[src/rtl/agu_pkg.sv]
package agu_pkg;
  typedef enum logic [1:0] {
    WK_INDEX  = 2'd0,
    WK_MODIFY = 2'd1,
    WK_LENGTH = 2'd2,
    WK_BASE   = 2'd3
  } wr_kind_e;
endpackage

[src/rtl/agu_cfg_bank.sv]
module agu_cfg_bank #(
  parameter int AW = 14,
  parameter int N  = 4
) (
  input  logic                 clk,
  input  logic                 rst_n,
  input  logic [N-1:0]         we_vec,
  input  logic [AW-1:0]        wdata,
  output logic [N-1:0][AW-1:0] val_q
);
  for (genvar k = 0; k < N; k++) begin : g_ent
    always_ff @(posedge clk) begin
      if (!rst_n)         val_q[k] <= '0;
      else if (we_vec[k]) val_q[k] <= wdata;
    end
  end
endmodule

[src/rtl/agu_wrap_step.sv]
module agu_wrap_step #(
  parameter int AW = 14
) (
  input  logic [AW-1:0] cur,
  input  logic [AW-1:0] modv,
  input  logic [AW-1:0] basev,
  input  logic [AW-1:0] lenv,
  output logic [AW-1:0] nxt
);
  localparam int EW = AW + 2;

  // Offset inside the ring plus signed step, folded back by one length.
  function automatic logic [AW-1:0] ring_step(
    input logic [AW-1:0] c, input logic [AW-1:0] m,
    input logic [AW-1:0] b, input logic [AW-1:0] l);
    logic [AW-1:0]        off;
    logic signed [EW-1:0] s;
    logic signed [EW-1:0] ls;
    if (l == '0) return c + m;
    off = c - b;
    s   = $signed({2'b00, off}) + $signed({{2{m[AW-1]}}, m});
    ls  = $signed({2'b00, l});
    if (s >= ls)      s = s - ls;
    else if (s < 0)   s = s + ls;
    return b + s[AW-1:0];
  endfunction

  assign nxt = ring_step(cur, modv, basev, lenv);
endmodule

[src/rtl/agu_ptr_bank.sv]
module agu_ptr_bank #(
  parameter int AW = 14,
  parameter int N  = 4
) (
  input  logic                 clk,
  input  logic                 rst_n,
  input  logic [N-1:0]         wr_vec,
  input  logic [AW-1:0]        wdata,
  input  logic [N-1:0]         upd_vec,
  input  logic [AW-1:0]        upd_val,
  output logic [N-1:0][AW-1:0] ptr_q
);
  for (genvar k = 0; k < N; k++) begin : g_ptr
    always_ff @(posedge clk) begin
      if (!rst_n)          ptr_q[k] <= '0;
      else if (wr_vec[k])  ptr_q[k] <= wdata;
      else if (upd_vec[k]) ptr_q[k] <= upd_val;
    end
  end
endmodule

[src/rtl/ring_agu.sv]
module ring_agu #(
  parameter int AW   = 14,
  parameter int NPTR = 4,
  parameter int NMOD = 4
) (
  input  logic        clk,
  input  logic        rst_n,
  input  logic        wr_en,
  input  logic [1:0]  wr_kind,
  input  logic [1:0]  wr_idx,
  input  logic [13:0] wr_data,
  input  logic        acc_en,
  input  logic [1:0]  acc_ptr,
  input  logic [1:0]  acc_mod,
  output logic        addr_vld,
  output logic [13:0] addr_o
);
  import agu_pkg::*;

  localparam int PW = (NPTR > 1) ? $clog2(NPTR) : 1;
  localparam int MW = (NMOD > 1) ? $clog2(NMOD) : 1;

  logic [NPTR-1:0][AW-1:0] ptr_q, base_q, len_q;
  logic [NMOD-1:0][AW-1:0] mod_q;
  logic [NPTR-1:0]         idx_we_vec, base_we_vec, len_we_vec, upd_vec;
  logic [NMOD-1:0]         mod_we_vec;
  logic [AW-1:0]           sel_cur, sel_mod, sel_base, sel_len, sel_nxt;
  logic [PW-1:0]           ap;
  logic [MW-1:0]           am;
  logic [PW-1:0]           wi_p;
  logic [MW-1:0]           wi_m;

  assign ap   = PW'(acc_ptr);
  assign am   = MW'(acc_mod);
  assign wi_p = PW'(wr_idx);
  assign wi_m = MW'(wr_idx);

  always_comb begin
    idx_we_vec  = '0;
    base_we_vec = '0;
    len_we_vec  = '0;
    mod_we_vec  = '0;
    upd_vec     = '0;
    if (wr_en) begin
      unique case (wr_kind_e'(wr_kind))
        WK_INDEX:  begin idx_we_vec[wi_p] = 1'b1; base_we_vec[wi_p] = 1'b1; end
        WK_MODIFY: mod_we_vec[wi_m] = 1'b1;
        WK_LENGTH: len_we_vec[wi_p] = 1'b1;
        WK_BASE:   base_we_vec[wi_p] = 1'b1;
        default:   ;
      endcase
    end
    if (acc_en) upd_vec[ap] = 1'b1;
  end

  assign sel_cur  = ptr_q[ap];
  assign sel_base = base_q[ap];
  assign sel_len  = len_q[ap];
  assign sel_mod  = mod_q[am];

  agu_cfg_bank #(.AW(AW), .N(NMOD)) u_mod (
    .clk(clk), .rst_n(rst_n), .we_vec(mod_we_vec), .wdata(wr_data[AW-1:0]), .val_q(mod_q));
  agu_cfg_bank #(.AW(AW), .N(NPTR)) u_len (
    .clk(clk), .rst_n(rst_n), .we_vec(len_we_vec), .wdata(wr_data[AW-1:0]), .val_q(len_q));
  agu_cfg_bank #(.AW(AW), .N(NPTR)) u_base (
    .clk(clk), .rst_n(rst_n), .we_vec(base_we_vec), .wdata(wr_data[AW-1:0]), .val_q(base_q));

  agu_wrap_step #(.AW(AW)) u_step (
    .cur(sel_cur), .modv(sel_mod), .basev(sel_base), .lenv(sel_len), .nxt(sel_nxt));

  agu_ptr_bank #(.AW(AW), .N(NPTR)) u_ptr (
    .clk(clk), .rst_n(rst_n), .wr_vec(idx_we_vec), .wdata(wr_data[AW-1:0]),
    .upd_vec(upd_vec), .upd_val(sel_nxt), .ptr_q(ptr_q));

  always_ff @(posedge clk) begin
    if (!rst_n) begin
      addr_vld <= 1'b0;
      addr_o   <= '0;
    end else begin
      addr_vld <= acc_en;
      if (acc_en) addr_o <= 14'(sel_cur);
    end
  end
endmodule

[config.mk]
export PLATFORM = sky130hd
export DESIGN_NAME = ring_agu
export DESIGN_NICKNAME = d
export VERILOG_FILES = /design/src/rtl/agu_pkg.sv /design/src/rtl/agu_cfg_bank.sv /design/src/rtl/agu_wrap_step.sv /design/src/rtl/agu_ptr_bank.sv /design/src/rtl/ring_agu.sv
export SDC_FILE = /design/constraint.sdc
export NUM_CORES = 1
export LEC_CHECK = 0
export BUFFER_PORTS_ARGS = -buffer_cell sky130_fd_sc_hd__buf_2
export CORE_ASPECT_RATIO = 1.2
export CORE_UTILIZATION = 65
export CTS_CLUSTER_SIZE = 10
export DETAILED_ROUTE_END_ITERATION = 6
export GPL_TIMING_DRIVEN = 0
export PLACE_DENSITY_LB_ADDON = 0.25
export SYNTH_ARGS = -nofsm -noshare
export SYNTH_HDL_FRONTEND = slang
export SYNTH_HIERARCHICAL = 1
export SYNTH_SLANG_ARGS = --single-unit
[constraint.sdc]
create_clock -name clk -period 20.1 [get_ports clk]
set_clock_uncertainty 0.2 [all_clocks]
set_input_delay 1.005 -clock clk [delete_from_list [all_inputs] [get_ports clk]]
set_output_delay 1.005 -clock clk [all_outputs]
set_load 0.02 [all_outputs]
After elaboration in Yosys (flattened, before gate mapping)
Cells that the tools add are included.

Mux-type cells: 35. Reduce and logical (&&, ||, !) cells: 9. $add $sub $neg: 6. Equal/unequal tests: 3. Order comparisons: 7.

Operator list (number): 14-bit 2-to-1 mux (17); 14-bit binary-select mux with 2-bit select (4); 14-bit adder (3); 4-bit 2-to-1 mux (9); 14-bit subtractor (2); 15-bit by 14-bit adder with 16-bit output (1); 16-bit by 15-bit >= comparator with 1-bit output (1); 16-bit by 1-bit < comparator with 1-bit output, second input constant (1); 14-bit logical NOT (1); 2-bit by 3-bit < comparator with 1-bit output, second input constant (3); 2-bit nonzero test (4); 1-bit demux with 2-bit select (2); 2-bit equality test, second input constant (2); 2-bit by 1-bit >= comparator with 1-bit output, second input constant (2); 1-bit 2-to-1 mux (3); 2-bit by 1-bit equality test with 1-bit output, second input constant (1); 1-bit logical AND (2); 2-bit logical NOT (1); 2-bit OR reduction (1).

Logic and storage cells: 78. Output and inout port bits: 15. Bits in registers: 239. Input bits: 26.

Longest topological paths before layout
Gate-level depths: netlist (run 1).

Depth in word-level cells: 12. Gate-level depth with buffers: 46.

Modules after synthesis
The synthesis (run 1) kept the hierarchy.

By module, submodules not included: agu_cfg_bank (area an instance 2185.8 µm², cells each 182, instances 3); agu_wrap_step (area an instance 4170.2 µm², cells each 603, instances 1); agu_ptr_bank (area an instance 2955.3 µm², cells each 242, instances 1); ring_agu (area an instance 2294.7 µm², cells each 189, instances 1).

Worst setup path after synthesis (run 1)
No wires, ideal clock.

Path kind: input-to-reg. From: input acc_ptr[0]. To: register u_ptr/ptr_q[27] (netlist name). Slack: 11.111 ns. Stages: 42. Arrival time: 8.673 ns. Path buffers: 5. Path through: buf_6 -> buf_6 -> buf_4 -> mux2i_1 -> inv_1 -> ha_1 -> fa_1 -> nor2b_1 -> o21ai_0 -> a21boi_0 -> o21ai_0 -> a21boi_0 -> o21ai_0 -> nor2b_1 -> xnor2_1 -> ha_1 -> a211oi_1 -> nor2_1 -> [... 6 more ...] -> a21o_1 -> a31oi_1 -> or2_1 -> buf_6 -> buf_6 -> nor2_2 -> a22o_1 -> ha_1 -> or3_1 -> nand4_1 -> nand3_1 -> a31o_2 -> a21oi_1 -> xnor2_1 -> o21a_1 -> o31ai_1 -> mux2_2 -> o211a_1.

Cells in the longest elaborated chain, start to end: 12.

RTL lines: start, declared (RTL line ring_agu.sv:13) `input logic [1:0] acc_ptr,`; 14-bit binary-select mux with 2-bit select (*) (RTL line ring_agu.sv:56) `assign sel_cur = ptr_q[ap];`; 14-bit 2-to-1 mux (not written as such) (*) (RTL line ring_agu.sv:56); named net sel_cur[0] (RTL line ring_agu.sv:27) `logic [AW-1:0] sel_cur, sel_mod, sel_base, sel_len, sel_nxt;`; 14-bit subtractor (RTL line agu_wrap_step.sv:20) `off = c - b;`; 15-bit by 14-bit adder with 16-bit output (RTL line agu_wrap_step.sv:21) `s = $signed({2'b00, off}) + $signed({{2{m[AW-1]}}, m});`; 14-bit adder / 16-bit by 1-bit < comparator with 1-bit output (equally long branches) (RTL line agu_wrap_step.sv:24) `else if (s < 0) s = s + ls;`; 14-bit 2-to-1 mux (RTL line agu_wrap_step.sv:24); 14-bit 2-to-1 mux (RTL line agu_wrap_step.sv:23) `if (s >= ls) s = s - ls;`; 14-bit 2-to-1 mux (RTL line agu_wrap_step.sv:20); 14-bit adder (RTL line agu_wrap_step.sv:25) `return b + s[AW-1:0];`; 14-bit 2-to-1 mux (*) (RTL line agu_wrap_step.sv:20); named net sel_nxt[13] (RTL line ring_agu.sv:27); 14-bit 2-to-1 mux (*) (RTL line agu_ptr_bank.sv:17) `else if (upd_vec[k]) ptr_q[k] <= upd_val;`; 14-bit 2-to-1 mux (*) (RTL line agu_ptr_bank.sv:16) `else if (wr_vec[k]) ptr_q[k] <= wdata;`; end signal, assigned by index (RTL line agu_ptr_bank.sv:16); end signal, assigned by index (RTL line agu_ptr_bank.sv:17); end, declared (RTL line agu_ptr_bank.sv:11) `output logic [N-1:0][AW-1:0] ptr_q`.

The timed path passes the listed nets; every way through them passes the cells marked *. The select of a mux whose other input is x is not followed. A chain may end at the register's enable or synchronous reset.

Final worst setup path (run 1)
From: input acc_ptr[1]. To: register u_ptr/ptr_q[27] (netlist name).

Same word-level chain as after synthesis.

==> impl_metrics.toml, run 1 <==
[setup_path]
arrival_ns = 10.84
rr_worst_depth = 39
startpoint = "acc_ptr[1]"
critPathMaxFanout = 10
endpoint_kind = "flip-flop"
criticalPathCategory = "primary input to flip-flop"
reg2reg_to = "u_ptr/ptr_q[27]$_SDFFE_PN0P_"
slowest_stage = "o31ai_1"
rr_startpoint = "u_base/val_q[43]$_SDFFE_PN0P_"
critical_path_required_ns = 20.41
start_kind = "primary input"
rrSetupSlack_ns = 10.31
critPathCapture = "u_ptr/ptr_q[27]$_SDFFE_PN0P_"
max_stage_delay_ns = 0.78

[cts]
cts-buffers-inserted = 28
clk_pin_slew_worst_paths_ns = 0.06
cts_hold_buf = 0
clk_latency_ns = 0.57
h-tree-depth = 1
post_cts_buffers = 0
post_cts_resized = 0
root_buffer = "clkbuf_16"
cts_tree = "built"
cts_max_path_buffers = 3
cts_sinks = 239

[timing]
worst_pin_slew_ns = 0.9301
drv_slew = 0
hold_viol = 0
clock.fmax_mhz = 94.93
tns_ns = 0
rsz0062_at_grt = "false"
min_period_over_period_pct = 52.41
final-setup-viol-count = 0
min_period_ns = 10.53
slew_headroom_pct = 37.46

[die]
core_sq_um = 24050
die_w_um = 145.1
pin_count = 41
initial_core_util_pct = 66.44
fp-row-count = 62
die_h_um = 173.8
dieArea_sq_um = 25220

[synthesis]
netlist_top_cells_area = "dfxtp_1, mux2i_1, nor2b_1"
synth_top_area_cell = "dfxtp_1"
synth_warnings = 6
ys_async_sr_fraction_pct = 0
syn_nets = 1697
avgSynthCellArea_sq_um = 10.11
syn_area_sq_um = 15980
synth_edf_count = 0
syn-instance-count = 1580
synth.distinct_cells = 67
synth_top_area_share_pct = 29.95
seq_area_frac_synth_pct = 29.95
synth-main-ff-cell = "dfxtp_1"
ys_seq_elements = 239

[power]
vdd_drop_max_mv = 0.06884
p_per_area_nw_per_um2 = 91.65
leakagePower_nw = 7.252

[placed_design]
placed_cell_area_sq_um = 16550
place_congestion = 0.9520
place_inst = 1935
hpwlAfterDp_mm = 31.68
port_buffers = 35

[detailed_routing]
drtPass1Iterations = 5
drc = 0
vias = 12551
ant_nets = 0
wl_per_cell_um = 22.07
vias_per_cell = 6.374
drt_iter0_markers = 978
drt-total-wl_mm = 43.46

[final_layout]
final_common_cell = "dfxtp_1"
mostFrequentLayoutCells = "dfxtp_1, mux2i_1, nor2b_1"
nets = 1762
final_cells = 1969
syn_to_final_growth_pct = 8.473
drive_above_1_share_pct = 14.38
fill_cells = 1828
stdcell_area_sq_um = 17330

[grt]
grt_max_degree = 17
grt_first_pass_wirelength_mm = 67.52
grt.overflow.total = 0
antenna_found_initial = 2
track_usage_pct = 34.12
grt_pass1_vias = 12626

[status]
outcome = "completed"

[run]
cap_viol_max_count = 0

[hold_path]
hold_path.class = "flip-flop to flip-flop"
==> through the flow <==
stage	power (mW)	setup WS [ns]	hold slack [ns]	util, %
global placement	1.120	9.365	0.2821	68.83
CTS	1.582	9.782	0.2975	72.06
floorplan	0.9907	11.11	0.2736	-
finish	1.589	9.566	0.2989	72.07
global route	1.669	8.926	0.3255	72.06
detailed placement	1.134	9.284	0.2772	68.83
==> kinds of logic (layout without fill, tap and decap cells) <==
logic type / after synthesis / count (layout) / share of synthesized area (%)
AND/OR/NAND/NOR: 457 / 457 / 16.24
multiplexers: 313 / 313 / 24.57
AO/OA/AOI/OAI: 280 / 280 / 13.16
flip-flops: 239 / 239 / 29.95
buffers and inverters: 160 / 228 / 6.492
adder cells (fa/ha/maj): 91 / 91 / 7.408
XOR/XNOR: 40 / 40 / 2.193
other: 0 / 1 / 0
==> state kept, by name, indices dropped and copies added, names as in the netlist <==
name	cells
addr_o	14
u_len/val_q	56
u_mod/val_q	56
u_ptr/ptr_q	56
addr_vld	1
u_base/val_q	56
==> cell usage after synthesis (8+ instances only) <==
cell type,n
dfxtp_1,239
mux2i_1,214
nor2b_1,177
ha_1,85
inv_1,61
nand2b_1,60
nor2_1,59
o211a_1,57
a21oi_1,50
nand2_1,46
o21ai_0,43
mux2_4,40
mux4_2,30
buf_2,28
xnor2_1,27
nor3_1,26
o221ai_1,25
clkbuf_1,22
buf_6,21
mux2_2,17
nand3b_1,16
or2b_1,16
nand3_1,15
a21o_1,14
xor2_1,13
buf_12,12
mux4_1,12
a211oi_1,10
a221o_1,10
buf_4,9
or3_1,9
a21boi_0,8
a22o_1,8
o21bai_1,8
==> power by group <==
group          internal (mW)  switching [mW]  total [mW]
combinational          0.271           0.372       0.642
clock                  0.260           0.191       0.451
sequential             0.488         0.00730       0.495
==> worst max-delay path: cells and delay by family <==
family,cells,cell delay [ns]
AO/OA/AOI/OAI,16,4.01
AND/OR/NAND/NOR,9,1.65
buffers and inverters,5,1.36
multiplexers,4,1.18
adder cells (fa/ha/maj),4,1.17
XOR/XNOR,3,0.45
==> layer usage <==
layer / GRT usage (%) / vias to the layer above / share of wire, %
li1: - / 5844 / -
met1: 40.50 / 6122 / 40
met2: 59.05 / 448 / 49
met3: 5.316 / 137 / 6.3
met4: 18.60 / 0 / 4.9
met5: 0 / - / 0
==> layout make-up <==
class                      count  area, sq um  area share [%]
multi-input combinational   1181        10160           58.60
sequential                   239         4785           27.61
buffer                        98        804.5           4.642
clock buffer                  30        708.2           4.086
tap                          320        400.4           2.310
inverter                      62        232.7           1.343
timing repair buffer          35        175.2           1.011
clock inverter                 3        67.56          0.3898
antenna                        1        2.502         0.01444
==> worst min path at each step <==
stage,from,end,slack (ns),cells after the start
2_1_floorplan,u_mod/val_q[14]$_SDFFE_PN0P_,u_mod/val_q[14]$_SDFFE_PN0P_,0.27,2
3_3_place_gp,addr_o[10]$_SDFFE_PN0P_,addr_o[10]$_SDFFE_PN0P_,0.28,2
3_5_place_dp,addr_o[10]$_SDFFE_PN0P_,addr_o[10]$_SDFFE_PN0P_,0.28,2
4_1_cts,addr_o[10]$_SDFFE_PN0P_,addr_o[10]$_SDFFE_PN0P_,0.30,2
5_1_grt,u_mod/val_q[24]$_SDFFE_PN0P_,u_mod/val_q[24]$_SDFFE_PN0P_,0.33,2
6_report,addr_o[10]$_SDFFE_PN0P_,addr_o[10]$_SDFFE_PN0P_,0.30,2
Note: power is estimated with default switching activity, not from simulation.
==> run 2, diff against run 1 <==
--- a/config.mk
+++ b/config.mk
@@ -5,9 +5,10 @@
 export SDC_FILE = /design/constraint.sdc
 export NUM_CORES = 1
 export LEC_CHECK = 0
+export ABC_AREA = 1
 export BUFFER_PORTS_ARGS = -buffer_cell sky130_fd_sc_hd__buf_2
 export CORE_ASPECT_RATIO = 1.2
-export CORE_UTILIZATION = 65
+export CORE_UTILIZATION = 58
 export CTS_CLUSTER_SIZE = 10
 export DETAILED_ROUTE_END_ITERATION = 6
 export GPL_TIMING_DRIVEN = 0
==> constraint.sdc (replaced) <==
create_clock -name clk -period 9.5 [get_ports clk]
set_clock_uncertainty 0.2 [all_clocks]
set_input_delay 0.475 -clock clk [delete_from_list [all_inputs] [get_ports clk]]
set_output_delay 0.475 -clock clk [all_outputs]
set_load 0.02 [all_outputs]
==> impl_metrics.toml, run 2 <==
[setup_path]
endpoint_kind = "flip-flop"
slowest_stage = "xnor2_1"
startpoint = "acc_ptr[1]"
max_stage_delay_ns = 0.41
rr_startpoint = "u_base/val_q[3]$_SDFFE_PN0P_"
start_kind = "primary input"
arrival_ns = 8.83
rr_worst_depth = 47
criticalPathCategory = "primary input to flip-flop"
critical_path_required_ns = 9.74
rrSetupSlack_ns = 1.28
reg2reg_to = "u_ptr/ptr_q[53]$_SDFFE_PN0P_"
crit_top_cell = "nand2_1"
critPathMaxFanout = 10
critPathCapture = "u_ptr/ptr_q[53]$_SDFFE_PN0P_"

[final_layout]
syn_to_final_growth_pct = 8.857
final_common_cell = "nand2_1"
nets = 2776
drive_above_1_share_pct = 8.821
mostFrequentLayoutCells = "nand2_1, nor2_1, inv_1"

[status]
outcome = "completed"

[timing]
slew_headroom_pct = 27.55
min_period_over_period_pct = 90.44
holdWs_ns = 0.1589
tns_ns = 0
clock.fmax_mhz = 116.4
rsz0062_at_grt = "false"
drv_slew = 0
min_period_ns = 8.592
setup_ws_ns = 0.9085
final-setup-viol-count = 0
hold_viol = 0
worst_pin_slew_ns = 1.075

[power]
p_clk_share_pct = 23.0
p_int_mw = 2.336
p_per_area_nw_per_um2 = 237.7
vdd_drop_max_mv = 0.1735
p_comb_share_pct = 51.6
switchingPower_mw = 1.875
p_sw_share_pct = 44.53
leakagePower_nw = 8.815
seqPwrFrac_pct = 25.4

[synthesis]
syn_nets = 2708
synth_top_area_cell = "dfxtp_1"
ys_seq_elements = 239
synth_warnings = 6
avgSynthCellArea_sq_um = 6.281
syn-instance-count = 2591
ys_async_sr_fraction_pct = 0
netlist_top_cells_area = "dfxtp_1, nand2_1, nor2_1"
synth_edf_count = 0
synth_common_cells = "nand2_1, nor2_1, inv_1"
seq_area_frac_synth_pct = 29.40
syn_area_sq_um = 16270
synth_most_common_cell = "nand2_1"
synth.distinct_cells = 54
synth-main-ff-cell = "dfxtp_1"
synth_top_area_share_pct = 29.40

[cts]
cts_max_path_buffers = 3
cts_tree = "built"
post_cts_buffers = 0
cts_sinks = 239
h-tree-depth = 1
root_buffer = "clkbuf_16"
clk_pin_slew_worst_paths_ns = 0.06
cts_hold_buf = 0
cts-buffers-inserted = 28
post_cts_resized = 0
clk_latency_ns = 0.55

[placed_design]
place_congestion = 0.9834
hpwlAfterDp_mm = 39.51
pre_cts_slack_ns = 0.6333
port_buffers = 38

[die]
core_sq_um = 27330
die_w_um = 154.9
pin_count = 41
die_h_um = 185.5
fp-row-count = 66
initial_core_util_pct = 59.54
dieArea_sq_um = 28740

[detailed_routing]
vias_per_cell = 5.484
ant_nets = 0
drt-total-wl_mm = 51.45
drtPass1Iterations = 7
wl_per_cell_um = 16.92
drc = 0
drt_iter0_markers = 1653
vias = 16678

[grt]
track_usage_pct = 35.94
grt_max_degree = 14
grt.overflow.total = 0
antenna_found_initial = 1
grt_pass1_vias = 15050
grt_first_pass_wirelength_mm = 79.50

[hold_path]
hold_path.class = "primary input to flip-flop"
holdCritStartpoint = "acc_en"

[run]
cap_viol_max_count = 0
[run 2: cell types whose count changed in the layout (fill, tap and decap cells not counted), sizes merged, moves of 44 or more]
| cell | previous run | this run |
|---|---|---|
| o21ai | 45 | 95 |
| mux2 | 57 | 0 |
| nand3 | 15 | 73 |
| buf | 106 | 150 |
| nor2b | 177 | 0 |
| nor2 | 60 | 523 |
| a21oi | 50 | 131 |
| o211a | 57 | 0 |
| inv | 61 | 273 |
| nand2b | 60 | 0 |
| mux2i | 214 | 1 |
| nand2 | 46 | 830 |
[run 2: worst min path at each step]
stage,endpoint,slack (ns),cells past startpoint
after floorplan,u_mod/val_q[28]$_SDFFE_PN0P_,0.24,2
after global placement,u_mod/val_q[25]$_SDFFE_PN0P_,0.25,2
after detailed placement,u_mod/val_q[19]$_SDFFE_PN0P_,0.26,2
after CTS,addr_o[12]$_SDFFE_PN0P_,0.13,4
after global routing,addr_o[12]$_SDFFE_PN0P_,0.16,4
final,addr_o[12]$_SDFFE_PN0P_,0.16,4
[run 2: cells by family (layout without fill, tap and decap cells)]
family	count (synthesis)	count (layout)	share of synthesized area (%)
adder cells (fa/ha/maj)	91	91	7.273
other	0	3	0
AO/OA/AOI/OAI	308	308	11.03
multiplexers	1	1	0.06151
XOR/XNOR	45	45	2.422
flip-flops	239	239	29.40
buffers and inverters	397	470	12.94
AND/OR/NAND/NOR	1510	1510	36.87
[run 2: power groups by stage]
stage                     clock [mW]  combinational, mW  sequential [mW]
after global placement             0               2.08             1.09
after CTS                      0.979               2.13             1.07
after global routing            1.02               2.41             1.07
final                          0.967               2.17             1.07
after floorplan                    0               1.58             1.09
after detailed placement           0               2.12             1.09
[run 2: critical path, delay by kind of cell]
kind | cells | cell delay (ns)
AO/OA/AOI/OAI | 13 | 2.35
adder cells (fa/ha/maj) | 4 | 1.38
buffers and inverters | 11 | 1.40
XOR/XNOR | 2 | 0.61
AND/OR/NAND/NOR | 22 | 2.61
[run 2: per-layer routing]
metal / vias up / routed length [um] / global-route usage (%)
met5: - / 12 / 0
met4: 2 / 3122 / 22.46
met3: 149 / 4253 / 4.866
met2: 726 / 23170 / 58.43
met1: 7576 / 20890 / 45.12
li1: 8225 / - / -
[run 2: stage by stage]
step,cell area [sq um],instances,total power [mW],util [%]
2_1_floorplan,16270,2591,2.674,-
3_3_place_gp,16930,3003,3.170,61.95
3_5_place_dp,16930,3003,3.207,61.95
4_1_cts,17710,3038,4.175,64.79
5_1_grt,17710,3038,4.497,64.79
6_report,17720,3041,4.212,64.81
[run 2: area by class of cell]
| class | instances | area (sq um) |
|---|---|---|
| fillers | 2619 | 9618 |
| multi-input cells | 1955 | 9384 |
| flip-flops and latches | 239 | 4785 |
| plain buffers | 122 | 1066 |
| inverters | 275 | 1040 |
| clock buffers | 33 | 740.7 |
| well taps | 374 | 467.9 |
| repair buffers | 38 | 190.2 |
| clock inverters | 2 | 35.03 |
| diodes | 3 | 7.507 |
==> run 3, diff against run 2 <==
--- a/config.mk
+++ b/config.mk
@@ -8,12 +8,11 @@
 export ABC_AREA = 1
 export BUFFER_PORTS_ARGS = -buffer_cell sky130_fd_sc_hd__buf_2
 export CORE_ASPECT_RATIO = 1.2
-export CORE_UTILIZATION = 58
+export CORE_UTILIZATION = 57
 export CTS_CLUSTER_SIZE = 10
 export DETAILED_ROUTE_END_ITERATION = 6
 export GPL_TIMING_DRIVEN = 0
 export PLACE_DENSITY_LB_ADDON = 0.25
 export SYNTH_ARGS = -nofsm -noshare
 export SYNTH_HDL_FRONTEND = slang
-export SYNTH_HIERARCHICAL = 1
 export SYNTH_SLANG_ARGS = --single-unit
==> impl_metrics.toml, run 3 <==
[synthesis]
synth_common_cells = "a21oi_1, o21ai_0, nand2_1"
syn_nets = 2140
synth.distinct_cells = 45
avgSynthCellArea_sq_um = 6.999
synth_most_common_cell = "a21oi_1"
syn-instance-count = 2023
syn_area_sq_um = 14160
netlist_top_cells_area = "dfxtp_1, a21oi_1, o21ai_0"
synth_top_area_cell = "dfxtp_1"
synth_edf_count = 0
ys_async_sr_fraction_pct = 0
seq_area_frac_synth_pct = 33.79
synth_warnings = 0
synth_top_area_share_pct = 33.79
ys_seq_elements = 239
synth-main-ff-cell = "dfxtp_1"

[cts]
cts-buffers-inserted = 28
cts_tree = "built"
cts_hold_buf = 0
root_buffer = "clkbuf_16"
clk_pin_slew_worst_paths_ns = 0.06
h-tree-depth = 1
cts_max_path_buffers = 3
post_cts_buffers = 0
cts_sinks = 239
clk_latency_ns = 0.58

[placed_design]
hpwlAfterDp_mm = 37.71
place_congestion = 0.9646
pre_cts_slack_ns = -0.2712
port_buffers = 39

[power]
switchingPower_mw = 2.478
seqPwrFrac_pct = 21.4
p_per_area_nw_per_um2 = 326.1
p_sw_share_pct = 48.76
vdd_drop_max_mv = 0.1908
p_clk_share_pct = 19.3
leakagePower_nw = 7.018
p_int_mw = 2.604
p_comb_share_pct = 59.3

[die]
initial_core_util_pct = 58.69
dieArea_sq_um = 25480
die_w_um = 145.9
fp-row-count = 62
die_h_um = 174.7
pin_count = 41
core_sq_um = 24130

[detailed_routing]
drt-total-wl_mm = 49.78
ant_nets = 0
drtPass1Iterations = 7
vias_per_cell = 6.147
wl_per_cell_um = 20.60
vias = 14850
drt_iter0_markers = 1524
drc = 0

[final_layout]
mostFrequentLayoutCells = "a21oi_1, o21ai_0, nand2_1"
antenna_cells = 0
nets = 2208
final_common_cell = "a21oi_1"
drive_above_1_share_pct = 5.248
fin_util_pct = 64.60
syn_to_final_growth_pct = 10.07

[grt]
grt.overflow.total = 0
grt_pass1_vias = 13749
track_usage_pct = 38.42
antenna_found_initial = 0
grt_first_pass_wirelength_mm = 76.33
grt_max_degree = 16

[timing]
slew_headroom_pct = 27.93
holdWs_ns = 0.01975
setup_ws_ns = 0.5414
drv_slew = 0
worst_pin_slew_ns = 1.081
final-setup-viol-count = 0
min_period_ns = 8.959
clock.fmax_mhz = 111.6
hold_viol = 0
min_period_over_period_pct = 94.30

[setup_path]
start_kind = "primary input"
endpoint_kind = "flip-flop"
startpoint = "acc_ptr[1]"
rrSetupSlack_ns = 1.12
cp.depth = 49
arrival_ns = 9.27
criticalPathCategory = "primary input to flip-flop"
critPathCapture = "u_ptr.ptr_q[41]$_SDFFE_PN0P_"
rr_startpoint = "u_ptr.ptr_q[1]$_SDFFE_PN0P_"
max_stage_delay_ns = 0.70
crit_family = "compound AO/OA/AOI/OAI gates"
critPathBufInv = 11
slowest_stage = "o221ai_1"
critPathMaxFanout = 10
crit_top_cell = "nand2_1"
reg2reg_to = "u_ptr.ptr_q[41]$_SDFFE_PN0P_"
rr_worst_depth = 50
critical_path_required_ns = 9.81

[status]
outcome = "completed"

[run]
cap_viol_max_count = 0

[hold_path]
holdCritStartpoint = "wr_data[1]"
hold_path.class = "primary input to flip-flop"
## run 3: cell count changes in the layout (fill, tap and decap cells not counted), moves of 30 or more
cell and delta:
a21oi_1 +173, o22ai_1 +30, nor3_1 -61, o21ai_0 +187, nand2_1 -561, nor2_1 -358, clkbuf_1 +81, buf_6 -69
## run 3: cell families (layout without fill, tap and decap cells)
| kind of cell | Yosys count | after routing | share of synthesized area [%] |
|---|---|---|---|
| fa+ha+maj | 91 | 91 | 8.359 |
| xor+xnor | 55 | 55 | 3.402 |
| buf+inv | 368 | 441 | 9.994 |
| flops | 239 | 239 | 33.79 |
| compound gates | 749 | 749 | 29.41 |
| simple gates | 521 | 521 | 15.05 |
## run 3: worst min path at each step
stage | end | slack (ns) | depth (start not counted)
2_1_floorplan | u_ptr.ptr_q[28]$_SDFFE_PN0P_ | 0.28 | 2
3_3_place_gp | addr_o[1]$_SDFFE_PN0P_ | 0.26 | 2
3_5_place_dp | addr_o[13]$_SDFFE_PN0P_ | 0.27 | 2
4_1_cts | u_ptr.ptr_q[43]$_SDFFE_PN0P_ | 0.01 | 3
5_1_grt | u_ptr.ptr_q[43]$_SDFFE_PN0P_ | 0.02 | 3
6_report | u_ptr.ptr_q[43]$_SDFFE_PN0P_ | 0.02 | 3
## run 3: per-layer routing
layer  wire (um)  share of wire, %  GRT usage, %  up-vias
li1            -                 -             -     7003
met1       20100                40         50.53     6840
met2       22130                44         61.86      867
met3        5077                10         5.770      140
met4        2463               4.9         18.16        0
met5           0                 0             0        -
## run 3: metrics by stage
stage                     instance area [sq um]  instances     TNS, ns  total power [mW]
final                                     15590       2416           0             5.083
after global routing                      15590       2416  -0.0004015             5.437
after CTS                                 15550       2417           0             5.015
after detailed placement                  14760       2382      -3.251             4.036
after global placement                    14760       2382      -2.019             4.008
after floorplan                           14160       2023           0             3.266
## run 3: power by group through the flow
stage,combinational [mW],sequential [mW],clock [mW]
after detailed placement,2.93,1.11,0
after floorplan,2.16,1.10,0
final,3.01,1.09,0.981
after CTS,2.95,1.09,0.981
after global placement,2.90,1.11,0
after global routing,3.33,1.09,1.02
## run 3: timing repair
action	CTS	global route
resized for setup	0	16
hold endpoints to repair	0	0
endpoints found under the setup margin	0	36
## run 3: area by class of cell
type	count	area (sq um)
plain buffers	118	488.0
clock buffers	33	739.5
clock inverters	2	60.06
fillers	2278	8539
inverters	249	934.6
multi-input cells	1416	7984
flip-flops and latches	239	4785
well taps	320	400.4
repair buffers	39	195.2
## run 3: worst reg2reg max path: cells and delay by family (launching register included)
kind            cells  cell delay, ns
simple gates       21            2.54
buf+inv             9            1.03
compound gates     14            2.56
xor+xnor            2            0.38
fa+ha+maj           4            1.30
flops               1            0.30
